[src/rtl/seg_pkg.sv]
package seg_pkg;
  parameter int ADDR_W = 32;

  typedef struct packed {
    logic writable;
    logic present;
  } seg_attr_t;

  typedef struct packed {
    logic [ADDR_W-1:0] base;
    logic [ADDR_W-1:0] limit;
    seg_attr_t         attr;
  } seg_desc_t;
endpackage

[src/rtl/seg_desc_cache.sv]
module seg_desc_cache
  import seg_pkg::*;
#(
  parameter int NSEG       = 6,
  parameter int SEL_W      = 16,
  parameter int REAL_SHIFT = 4,
  parameter logic [ADDR_W-1:0] RST_LIMIT = 32'h0000_FFFF,
  localparam int SEG_W     = $clog2(NSEG)
) (
  input  logic             clk,
  input  logic             rst,
  input  logic             ld_valid,
  input  logic             ld_prot,
  input  logic [SEG_W-1:0] ld_seg,
  input  logic [SEL_W-1:0] ld_sel,
  input  seg_desc_t        ld_desc,
  input  logic [SEG_W-1:0] rd_seg,
  output seg_desc_t        rd_desc
);
  logic [ADDR_W-1:0] real_base;
  seg_desc_t ent [NSEG];

  assign real_base = {{(ADDR_W-SEL_W){1'b0}}, ld_sel} << REAL_SHIFT;

  for (genvar i = 0; i < NSEG; i++) begin : g_ent
    seg_desc_t q;
    logic      hit;
    assign hit    = ld_valid && (ld_seg == SEG_W'(i));
    assign ent[i] = q;

    always_ff @(posedge clk) begin
      if (rst) begin
        q.base          <= '0;
        q.limit         <= RST_LIMIT;
        q.attr.present  <= 1'b1;
        q.attr.writable <= 1'b1;
      end else if (hit) begin
        if (!ld_prot)                 q.base <= real_base;
        else if (ld_desc.attr.present) q      <= ld_desc;
      end
    end

    // rejected protected load must not disturb the entry
    assert_reject_keeps_R4: assert property (@(posedge clk) disable iff (rst)
      hit && ld_prot && !ld_desc.attr.present |=> $stable(q));
    // real-mode load keeps limit and attributes
    assert_real_keeps_limit_R3: assert property (@(posedge clk) disable iff (rst)
      hit && !ld_prot |=> $stable(q.limit) && $stable(q.attr));
  end

  always_comb begin
    rd_desc = ent[0];
    for (int i = 1; i < NSEG; i++)
      if (rd_seg == SEG_W'(i)) rd_desc = ent[i];
  end
endmodule

[src/rtl/seg_ea_stage.sv]
module seg_ea_stage
  import seg_pkg::*;
(
  input  logic              clk,
  input  logic              rst,
  input  logic              req_valid,
  input  logic              req_use_base,
  input  logic              req_use_index,
  input  logic [ADDR_W-1:0] req_base,
  input  logic [ADDR_W-1:0] req_index,
  input  logic [1:0]        req_scale,
  input  logic [ADDR_W-1:0] req_disp,
  input  logic [1:0]        req_size,
  input  logic              req_write,
  input  seg_desc_t         req_desc,
  output logic              long_op,
  output logic              ea_valid,
  output logic [ADDR_W-1:0] ea,
  output seg_desc_t         ea_desc,
  output logic [1:0]        ea_size,
  output logic              ea_write
);
  logic [ADDR_W-1:0] scaled, op_a, op_b, sum0;
  logic              p_valid;
  logic [ADDR_W-1:0] p_sum, p_disp;
  seg_desc_t         p_desc;
  logic [1:0]        p_size;
  logic              p_write;

  assign scaled  = req_index << req_scale;
  assign long_op = req_use_base && req_use_index && (req_disp != '0);
  assign op_a    = req_use_base ? req_base : (req_use_index ? scaled : '0);
  assign op_b    = (req_use_base && req_use_index) ? scaled : req_disp;
  assign sum0    = op_a + op_b;

  always_ff @(posedge clk) begin
    if (rst) p_valid <= 1'b0;
    else     p_valid <= req_valid && long_op;
    p_sum   <= sum0;
    p_disp  <= req_disp;
    p_desc  <= req_desc;
    p_size  <= req_size;
    p_write <= req_write;
  end

  always_comb begin
    if (p_valid) begin
      ea_valid = 1'b1;
      ea       = p_sum + p_disp;
      ea_desc  = p_desc;
      ea_size  = p_size;
      ea_write = p_write;
    end else begin
      ea_valid = req_valid && !long_op;
      ea       = sum0;
      ea_desc  = req_desc;
      ea_size  = req_size;
      ea_write = req_write;
    end
  end

  // usage rule: no request in the cycle after a three-term request
  assert_no_overlap_R6: assert property (@(posedge clk) disable iff (rst)
    p_valid |-> !req_valid);
endmodule

[src/rtl/seg_limit_reloc.sv]
module seg_limit_reloc
  import seg_pkg::*;
(
  input  logic              clk,
  input  logic              rst,
  input  logic              ea_valid,
  input  logic [ADDR_W-1:0] ea,
  input  seg_desc_t         ea_desc,
  input  logic [1:0]        ea_size,
  input  logic              ea_write,
  output logic              out_valid,
  output logic [ADDR_W-1:0] out_lin,
  output logic              out_fault
);
  logic [ADDR_W:0] extra, last_byte;
  logic            over_limit, ro_write;

  always_comb begin
    extra      = '0;
    extra[3:0] = (4'd1 << ea_size) - 4'd1;
  end

  // limit side works on the effective address only, beside the base adder
  assign last_byte  = {1'b0, ea} + extra;
  assign over_limit = last_byte > {1'b0, ea_desc.limit};
  assign ro_write   = ea_write && !ea_desc.attr.writable;

  always_ff @(posedge clk) begin
    if (rst) out_valid <= 1'b0;
    else     out_valid <= ea_valid;
    out_lin   <= ea_desc.base + ea;
    out_fault <= over_limit || ro_write;
  end

  assert_strobe_on_fault_R7: assert property (@(posedge clk) disable iff (rst)
    ea_valid |=> out_valid);
  assert_ro_write_faults_R8: assert property (@(posedge clk) disable iff (rst)
    ea_valid && ea_write && !ea_desc.attr.writable |=> out_fault);
endmodule

[src/rtl/seg_reloc_unit.sv]
module seg_reloc_unit
  import seg_pkg::*;
#(
  parameter int NSEG       = 6,
  parameter int SEL_W      = 16,
  parameter int REAL_SHIFT = 4,
  parameter logic [31:0] RST_LIMIT = 32'h0000_FFFF,
  localparam int SEG_W     = $clog2(NSEG)
) (
  input  logic             clk,
  input  logic             rst,
  input  logic             ld_valid,
  input  logic             ld_prot,
  input  logic [SEG_W-1:0] ld_seg,
  input  logic [SEL_W-1:0] ld_sel,
  input  logic [31:0]      ld_base,
  input  logic [31:0]      ld_limit,
  input  logic [1:0]       ld_attr,
  input  logic             req_valid,
  input  logic [SEG_W-1:0] req_seg,
  input  logic             req_use_base,
  input  logic             req_use_index,
  input  logic [31:0]      req_base,
  input  logic [31:0]      req_index,
  input  logic [1:0]       req_scale,
  input  logic [31:0]      req_disp,
  input  logic [1:0]       req_size,
  input  logic             req_write,
  output logic             out_valid,
  output logic [31:0]      out_lin,
  output logic             out_fault
);
  seg_desc_t         ld_desc, rd_desc, ea_desc;
  logic              long_op, ea_valid, ea_write;
  logic [ADDR_W-1:0] ea;
  logic [1:0]        ea_size;

  assign ld_desc.base  = ld_base;
  assign ld_desc.limit = ld_limit;
  assign ld_desc.attr  = seg_attr_t'(ld_attr);

  seg_desc_cache #(
    .NSEG(NSEG), .SEL_W(SEL_W), .REAL_SHIFT(REAL_SHIFT), .RST_LIMIT(RST_LIMIT)
  ) i_cache (
    .clk(clk), .rst(rst), .ld_valid(ld_valid), .ld_prot(ld_prot),
    .ld_seg(ld_seg), .ld_sel(ld_sel), .ld_desc(ld_desc),
    .rd_seg(req_seg), .rd_desc(rd_desc)
  );

  seg_ea_stage i_ea (
    .clk(clk), .rst(rst), .req_valid(req_valid),
    .req_use_base(req_use_base), .req_use_index(req_use_index),
    .req_base(req_base), .req_index(req_index), .req_scale(req_scale),
    .req_disp(req_disp), .req_size(req_size), .req_write(req_write),
    .req_desc(rd_desc), .long_op(long_op), .ea_valid(ea_valid), .ea(ea),
    .ea_desc(ea_desc), .ea_size(ea_size), .ea_write(ea_write)
  );

  seg_limit_reloc i_chk (
    .clk(clk), .rst(rst), .ea_valid(ea_valid), .ea(ea), .ea_desc(ea_desc),
    .ea_size(ea_size), .ea_write(ea_write),
    .out_valid(out_valid), .out_lin(out_lin), .out_fault(out_fault)
  );

  assert_short_latency_R6: assert property (@(posedge clk) disable iff (rst)
    req_valid && !long_op |=> out_valid);
  assert_long_latency_R6: assert property (@(posedge clk) disable iff (rst)
    req_valid && long_op |=> !out_valid);
  assert_reset_idle_R1: assert property (@(posedge clk)
    $past(rst) |-> !out_valid);
endmodule

[config.mk]
export PLATFORM = sky130hd
export DESIGN_NAME = seg_reloc_unit
export DESIGN_NICKNAME = d
export VERILOG_FILES = /design/src/rtl/seg_pkg.sv /design/src/rtl/seg_desc_cache.sv /design/src/rtl/seg_ea_stage.sv /design/src/rtl/seg_limit_reloc.sv /design/src/rtl/seg_reloc_unit.sv
export SDC_FILE = /design/constraint.sdc
export NUM_CORES = 1
export LEC_CHECK = 0
export BUFFER_PORTS_ARGS = -buffer_cell sky130_fd_sc_hd__buf_2
export CORE_MARGIN = 3
export CORE_UTILIZATION = 33
export DETAILED_ROUTE_END_ITERATION = 8
export PLACE_DENSITY = 0.51
export SYNTH_ARGS = -nofsm -noshare
export SYNTH_HDL_FRONTEND = slang
export SYNTH_SLANG_ARGS = --single-unit
[constraint.sdc]
create_clock -name clk -period 12.7 [get_ports clk]
set_input_delay 1.27 -clock clk [delete_from_list [all_inputs] [get_ports clk]]
set_output_delay 1.27 -clock clk [all_outputs]
set_load 0.02 [all_outputs]
## After elaboration in Yosys (flattened, before gate mapping)

Cells that the tools add are included.

- Muxes and demuxes: 25
- Reductions and logical operators: 28
- Order comparisons: 1
- Equality and inequality tests: 11
- Shifts and indexed selects: 2
- $add $sub $neg: 5

Operator list:

| operator | count |
|---|---|
| 66-bit two-way mux | 12 |
| 32-bit two-way mux | 10 |
| 32-bit adder | 3 |
| 32-bit by 4-bit adder with 33-bit output | 1 |
| 33-bit by 32-bit greater-than comparator with 1-bit output | 1 |
| 32-bit nonzero test | 1 |
| 32-bit by 2-bit left shift with 32-bit output | 1 |
| 3-bit AND reduction | 6 |
| 3-bit by 2-bit equality test with 1-bit output, second input constant | 4 |
| 3-bit equality test, second input constant | 4 |
| 2-bit AND reduction | 6 |
| 1-bit logical AND | 11 |
| 3-bit by 1-bit equality test with 1-bit output, second input constant | 2 |
| 1-bit by 2-bit left shift with 4-bit output, first input constant | 1 |
| 4-bit by 1-bit subtractor with 4-bit output, second input constant | 1 |
| 3-bit zero test | 1 |
| 1-bit zero test | 2 |
| 1-bit two-way mux | 2 |
| 2-bit two-way mux | 1 |
| 2-bit by 1-bit != test with 1-bit output, second input constant | 1 |
| 1-bit logical OR | 1 |

- Output and inout bits: 34
- Register bits: 558
- Input port bits: 196

## Longest topological paths before layout

Gate-level depths: netlist (run 1).

- Word-level depth: 10
- Depth in mapped cells: 32
- Mapped depth without buffers: 30

## Cells and area by module

A second synthesis (run 1) with hierarchy kept.

- Cells, all modules: 3279
- Area, all modules: 30738.2 um^2

Modules (own cells, without submodules):

| module | sequential area each (um^2) | area an instance (um^2) | instances | cells each |
|---|---|---|---|---|
| seg_desc_cache | 7807.5 | 18108.6 | 1 | 1872 |
| seg_ea_stage | 2682.6 | 8750.9 | 1 | 926 |
| seg_limit_reloc | 680.7 | 3878.7 | 1 | 481 |

## Worst setup path after synthesis (run 1)

Ideal clock, no wire load.

- Kind: input port to flip-flop
- Start: input req_scale[0]
- End: register i_chk.out_fault
- Slack: 5.516 ns
- Data required time: 12.577 ns
- Cell stages on the path: 30
- Arrival time: 7.061 ns
- Buffers on the path: 4
- Cell sequence: clkbuf_1 > buf_1 > buf_1 > mux2i_1 > mux2i_1 > mux2_2 > ha_1 > buf_2 > o21ai_0 > o21bai_1 > a21oi_1 > mux2i_1 > o211a_1 > nand4_2 > nor4_2 > and4_1 > and2_2 > nor2_1 > ha_1 > a21o_1 > a21o_1 > a21o_1 > a21o_1 > a21oi_1 > nor2b_1 > o21ai_0 > a21oi_1 > o2111ai_1 > nand4_1 > o21bai_1

- Longest elaborated chain between the ends: 8
- Elaborated cells on any way between the ends: 9

Ends and longest elaborated chain:

| what | line | text |
|---|---|---|
| from (decl) | seg_reloc_unit.sv:25 | `input logic [1:0] req_scale,` |
| 32-bit by 2-bit left shift with 32-bit output (*) | seg_ea_stage.sv:30 | `assign scaled = req_index << req_scale;` |
| 32-bit two-way mux (2 in series) | seg_ea_stage.sv:32 | `assign op_a = req_use_base ? req_base : (req_use_index ? scaled : '0);` |
| 32-bit adder (*) | seg_ea_stage.sv:34 | `assign sum0 = op_a + op_b;` |
| 32-bit two-way mux (*) | seg_ea_stage.sv:47 | `if (p_valid) begin` |
| 32-bit by 4-bit adder with 33-bit output (*) | seg_limit_reloc.sv:24 | `assign last_byte = {1'b0, ea} + extra;` |
| 33-bit by 32-bit greater-than comparator with 1-bit output (*) | seg_limit_reloc.sv:25 | `assign over_limit = last_byte > {1'b0, ea_desc.limit};` |
| 1-bit logical OR (*) | seg_limit_reloc.sv:32 | `out_fault <= over_limit \|\| ro_write;` |
| to (signal assigned) | seg_limit_reloc.sv:32 |  |
| to (decl) | seg_limit_reloc.sv:13 | `output logic out_fault` |

Mark *: on every way between the ends. The rest lies on a longest branch, timed or not.
A chain may end at the register's enable or synchronous reset.

## Worst setup path after layout (run 1)

- Start: input req_use_base
- End: register i_chk.out_fault

- Longest elaborated chain between the ends: 7
- Elaborated cells on any way between the ends: 8

Ends and longest elaborated chain:

| what | line | text |
|---|---|---|
| from (decl) | seg_reloc_unit.sv:21 | `input logic req_use_base,` |
| 1-bit logical AND | seg_ea_stage.sv:33 | `assign op_b = (req_use_base && req_use_index) ? scaled : req_disp;` |
| 32-bit two-way mux | seg_ea_stage.sv:33 |  |
| 32-bit adder (*) | seg_ea_stage.sv:34 |  |
| net i_ea.sum0[2] | seg_ea_stage.sv:23 | `logic [ADDR_W-1:0] scaled, op_a, op_b, sum0;` |
| 32-bit two-way mux (*) | seg_ea_stage.sv:47 |  |
| 32-bit by 4-bit adder with 33-bit output (*) | seg_limit_reloc.sv:24 |  |
| 33-bit by 32-bit greater-than comparator with 1-bit output (*) | seg_limit_reloc.sv:25 |  |
| 1-bit logical OR (*) | seg_limit_reloc.sv:32 |  |

The timed path passes the listed nets; every way through them passes the cells marked *.

==> impl_metrics.yaml, run 1 <==
cts:
  cts_buffer_depth: 3
  hold_buffers: 0
  numCtsBuffers: 67
  cts-root-buf: "clkbuf_16"
  cts_resized: 0
  cts.sinks: 557
  clk_pin_slew_ps: 60
  cts-htree-levels: 3
  tritoncts: "yes"
  post-cts-setup-buffer-count: 0
  clock_latency_ps: 610
flow_run:
  max_cap_violations: 0
route:
  drt_wl_total_um: 93200
  viasPerCell: 5.24
  wl_per_cell_um: 19.2
  vias: 25400
  drtPass1Iterations: 7
  first_iter_violations: 1647
  drcViolationCount: 0
  postRouteAntennaNets: 0
sta:
  hold_viol: 0
  slew_headroom: 0.155
  timing.final.crit_period_ps: 7310
  setup_ws_ps: 5390
  setup_viol: 0
  skew_ps: 22.1
  finalCritPeriodShare: 0.576
  rsz0062_at_grt: "no"
  tightest_slew_ps: 1270
  finalSetupTns_ps: 0
  maxSlewViolCount: 0
  max_freq_ghz: 0.137
finish:
  multi_input_area_sq_um: 17300
  layout.nets: 3972
  stdcell_count: 4849
  drive_gt1_frac: 0.135
  syn_to_final_growth_pct: 14.2
  final_cell_mix: "dfxtp_1, nand2_1, a21oi_1, nor2_1, buf_2"
  nFillCells: 8982
  final_common_cell: "dfxtp_1"
  seq_area_sq_um: 11200
critical_path:
  setup.worst_path.end_class: "flip-flop"
  cp_max_fo: 39
  critPathSlowestCell: "buf_2"
  arrival_ps: 7780
  cp-start-kind: "input port"
  cp_common_cell: "a21o_1"
  cp_slowest_stage_delay_ps: 520
  crit_required_ps: 13170
  setup.worst_path.class: "input port to flip-flop"
die:
  start_util: 0.336
  core_area_sq_um: 87700
  die_area_sq_um: 92900
  io_pins: 230
  fp.dieW_um: 305
  die_h_um: 305
  rows: 108
synth:
  seq_area_frac_synth: 0.379
  synth_cell_types: 98
  syn-num-nets: 3886
  yosys_warnings: 0
  synth-async-reset-ratio: 0
  synth_area_sq_um: 29500
  syn_inst: 3557
  yosys_register_bits: 557
  postSynthAreaPerCell_sq_um: 8.28
  synth_top_flop_cell: "dfxtp_1"
  synth_edf_count: 0
pwr:
  ir_worst_vdd_mv: 0.0840
  powerDensity_nw_per_um2: 161
  total_leakage_power_uw: 0.0136
grt:
  grt_pass1_vias: 24500
  gr-usage-all-layers: 0.195
  grt_pass1_wl_um: 145000
  antenna_found_initial: 8
  overflow: 0
  grt_max_degree: 108
place:
  place_hpwl_um: 64800
  place_ws_ps: 4940
  dp_cells: 4729
  gp_congestion: 0.874
  io_buffers: 229
worst_hold_path:
  hold_class: "flip-flop to flip-flop"
status:
  status: "complete, no violations"
[worst max-delay path: cells and delay by family]
family,cells,cell delay (ps)
fa+ha+maj,4,1430
compound gates,13,2220
simple gates,10,1780
xor+xnor,1,160
buf+inv,3,900
[synthesized netlist by cell type, types with 14 or more instances]
| master | number | share of area |
|---|---|---|
| dfxtp_1 | 557 | 0.38 |
| a22oi_1 | 96 | 0.024 |
| nor4_1 | 14 | 0.0030 |
| nor2b_1 | 98 | 0.021 |
| a21o_1 | 55 | 0.014 |
| nor2_1 | 399 | 0.051 |
| inv_1 | 53 | 0.0068 |
| a211oi_1 | 169 | 0.043 |
| nand2_1 | 498 | 0.063 |
| mux2i_1 | 156 | 0.053 |
| mux2_2 | 70 | 0.027 |
| a22o_1 | 28 | 0.0083 |
| o21ai_0 | 59 | 0.010 |
| nand4_1 | 28 | 0.0059 |
| nor3_1 | 23 | 0.0039 |
| nand3_1 | 33 | 0.0056 |
| clkbuf_1 | 199 | 0.025 |
| a21oi_1 | 410 | 0.070 |
| xor2_1 | 36 | 0.011 |
| xnor2_1 | 63 | 0.019 |
| ha_1 | 129 | 0.055 |
| nand3b_1 | 108 | 0.028 |
| buf_1 | 27 | 0.0034 |
| o21bai_1 | 16 | 0.0041 |
| o21a_1 | 19 | 0.0048 |
[flip-flops by register name, indices dropped and copies added, names as in the netlist]
name / cells
i_chk.out_valid: 1
i_cache.ent: 390
i_ea.p_write: 1
i_ea.p_disp: 32
i_chk.out_lin: 32
i_chk.out_fault: 1
i_ea.p_sum: 32
i_ea.p_valid: 1
i_ea.p_desc: 65
i_ea.p_size: 2
[final timing paths]
path                            slack (ps)                         start  cells after the start                      endpoint
worst max-delay path                  5390                  req_use_base                     31       i_chk.out_fault$_DFF_P_
worst min-delay path                   450  i_cache.ent[92]$_SDFFE_PP0P_                      2  i_cache.ent[92]$_SDFFE_PP0P_
worst max register to register        7050        i_ea.p_disp[0]$_DFF_P_                     24       i_chk.out_fault$_DFF_P_
worst min register to register         450  i_cache.ent[92]$_SDFFE_PP0P_                      2  i_cache.ent[92]$_SDFFE_PP0P_
[cell type report]
type / instances / area share
Multi-Input combinational cell: 2704 / 0.513
Sequential cell: 557 / 0.331
Clock buffer: 95 / 0.0587
Tap cell: 1155 / 0.0429
Timing Repair Buffer: 259 / 0.0411
Clock inverter: 20 / 0.00669
Inverter: 54 / 0.00610
Antenna cell: 5 / 0.000372
[stage by stage]
step	power, uW	area [sq um]	utilization	hold slack (ps)
finish	5420	33600	0.384	450
global route	5700	33600	0.384	464
CTS	5470	33600	0.384	451
detailed placement	3520	31400	0.358	443
global placement	3530	31400	0.358	438
floorplan	3030	29500	-	432
[layer usage]
metal  global-route usage  wire (um)  up-vias
met4               0.0639       2620        6
met2                0.309      41400      589
li1                     -          -    12800
met3               0.0308       4480      139
met1                0.272      44700    11800
met5                    0         30        -
[report_power, final]
part	leakage, uW	internal (uW)	switching [uW]
registers	0.00455	1880	58.5
logic	0.00799	573	987
clock network	0.00109	1150	777
total	0.0136	3600	1820
[logic make-up after synthesis]
logic type      count (synthesis)  share of synthesized area
flops                         557                      0.379
xor+xnor                       99                     0.0294
simple gates                 1274                      0.200
buf+inv                       296                     0.0391
compound gates                971                      0.216
fa+ha+maj                     133                     0.0575
other cells                     1                   0.000127
mux                           226                     0.0798
Power figures use the tool's default switching activity.
==> run 2, diff against run 1 <==
==> constraint.sdc (replaced) <==
create_clock -name clk -period 7.4 [get_ports clk]
set_input_delay 0.74 -clock clk [delete_from_list [all_inputs] [get_ports clk]]
set_output_delay 0.74 -clock clk [all_outputs]
set_load 0.02 [all_outputs]
==> run 2 against run 1 <==
Net effect:
- non-clock buffer count grew 9
- critical path depth decreased by 3
- routed wire length down 0.42%
- via count is 0.67% lower
- clock skew shrank 7.4 ps
- die area unchanged
- first-iteration DRC count is 3.7% higher
- sequential share of layout area decreased by 0.075 points
- register-to-register slack worse by 5300 ps
- critical endpoint unchanged
- highest routed layer unchanged
==> impl_metrics.yaml, run 2 (synthesized netlist as in run 1, its figures left out) <==
critical_path:
  path_depth: 28
  critPathSlowestCell: "ha_1"
  crit_required_ps: 7880
  cp-start-kind: "input port"
  crit_path_start: "req_scale[0]"
  cp_common_cell: "a21o_1"
  crit_buf_inv: 2
  cp_slowest_stage_delay_ps: 450
  arrival_ps: 6750
  setup.worst_path.end_class: "flip-flop"
  cp_max_fo: 19
  cp_top_family: "compound AO/OA/AOI/OAI gates"
  r2r_slack_ps: 1760
  r2r_cells: 23
  setup.worst_path.class: "input port to flip-flop"
  rr_startpoint: "i_ea.p_valid$_SDFF_PP0_"
finish:
  largest_register_ffs: 390
  stdcell_count: 4861
  final_cell_mix: "dfxtp_1, nand2_1, a21oi_1, nor2_1, buf_2"
  fin_util: 0.385
  layout.nets: 3981
  final_common_cell: "dfxtp_1"
  final_area_sq_um: 33700
  nFillCells: 9008
  drive_gt1_frac: 0.137
  syn_to_final_growth_pct: 14.5
die:
  core_area_sq_um: 87700
  io_pins: 230
  rows: 108
  die_area_sq_um: 92900
  fp.dieW_um: 305
  start_util: 0.336
  die_h_um: 305
cts:
  tritoncts: "yes"
  clk_pin_slew_ps: 60
  post-cts-setup-buffer-count: 0
  cts_resized: 0
  cts-htree-levels: 3
  hold_buffers: 0
  cts_buffer_depth: 3
  cts.sinks: 557
  numCtsBuffers: 67
  clock_latency_ps: 610
  cts-root-buf: "clkbuf_16"
grt:
  overflow: 0
  antenna_found_initial: 14
  grt_pass1_vias: 24300
  grt_max_degree: 208
  use_met3: 0.0350
  grtUsageMet2: 0.314
  grt_pass1_wl_um: 145000
  busiest_layer: "met2"
  met1_usage: 0.268
  gr-usage-all-layers: 0.195
sta:
  timing.final.crit_period_ps: 6270
  max_freq_ghz: 0.159
  tightest_slew_ps: 1190
  skew_ps: 14.6
  hold_viol: 0
  finalCritPeriodShare: 0.847
  setup_viol: 0
  rsz0062_at_grt: "no"
  maxSlewViolCount: 0
  finalSetupTns_ps: 0
  slew_headroom: 0.207
flow_run:
  max_cap_violations: 0
worst_hold_path:
  hold_class: "input port to flip-flop"
  hold_depth: 1
  hold_path_startpoint: "req_size[1]"
route:
  drtPass1Iterations: 5
  viasPerCell: 5.19
  drt_wl_total_um: 92800
  vias: 25200
  wl_per_cell_um: 19.1
  drcViolationCount: 0
  first_iter_violations: 1708
  postRouteAntennaNets: 0
pwr:
  ir_worst_vdd_mv: 0.162
  total_leakage_power_uw: 0.0137
  powerDensity_nw_per_um2: 276
place:
  io_buffers: 229
  place_hpwl_um: 64400
  dp_cells: 4738
  place_area_sq_um: 31500
  gp_congestion: 0.846
status:
  status: "complete, no violations"
==> run 2: changes by cell type in the layout (fill, tap and decap cells not counted) <==
cell	previous run	this run
clkbuf_16	69	70
clkinvlp_4	1	2
clkinv_2	11	12
buf_12	0	2
inv_16	0	1
clkbuf_8	15	10
clkbuf_1	11	16
diode_2	5	4
inv_6	2	3
clkinv_16	1	0
buf_4	31	38
==> run 2: power by group <==
group	switching [uW]	total [uW]	internal, uW
clock network	1360	3310	1950
registers	110	3330	3220
logic	1690	2680	995
==> run 2: per-stage QoR <==
step / power, uW / worst slack, ps / hold WS (ps)
3_3_place_gp: 6060 / 492 / 437
4_1_cts: 9400 / 1110 / 232
3_5_place_dp: 6060 / 494 / 443
6_report: 9320 / 1130 / 273
2_1_floorplan: 5190 / 746 / 432
5_1_grt: 9800 / 784 / 246
==> run 2: final cells by class <==
type	count	area, sq um	area share
Sequential cell	557	11200	0.331
Tap cell	1155	1450	0.0428
Multi-Input combinational cell	2704	17300	0.512
Clock buffer	96	1950	0.0578
Antenna cell	4	10.0	0.000297
Timing Repair Buffer	268	1480	0.0438
Inverter	54	205	0.00608
Clock inverter	23	236	0.00701
==> run 2: path summary, 6_finish.rpt <==
| check | endpoint |
|---|---|
| max | i_chk.out_fault$_DFF_P_ |
| min | i_ea.p_size[1]$_DFF_P_ |
| max reg2reg | i_chk.out_fault$_DFF_P_ |
| min reg2reg | i_cache.ent[88]$_SDFFE_PP0P_ |
==> run 2: routing by layer <==
metal | vias up | wire length [um]
met2 | 500 | 41600
met1 | 11700 | 44700
met4 | 16 | 1880
li1 | 12800 | -
met5 | - | 93
met3 | 107 | 4480
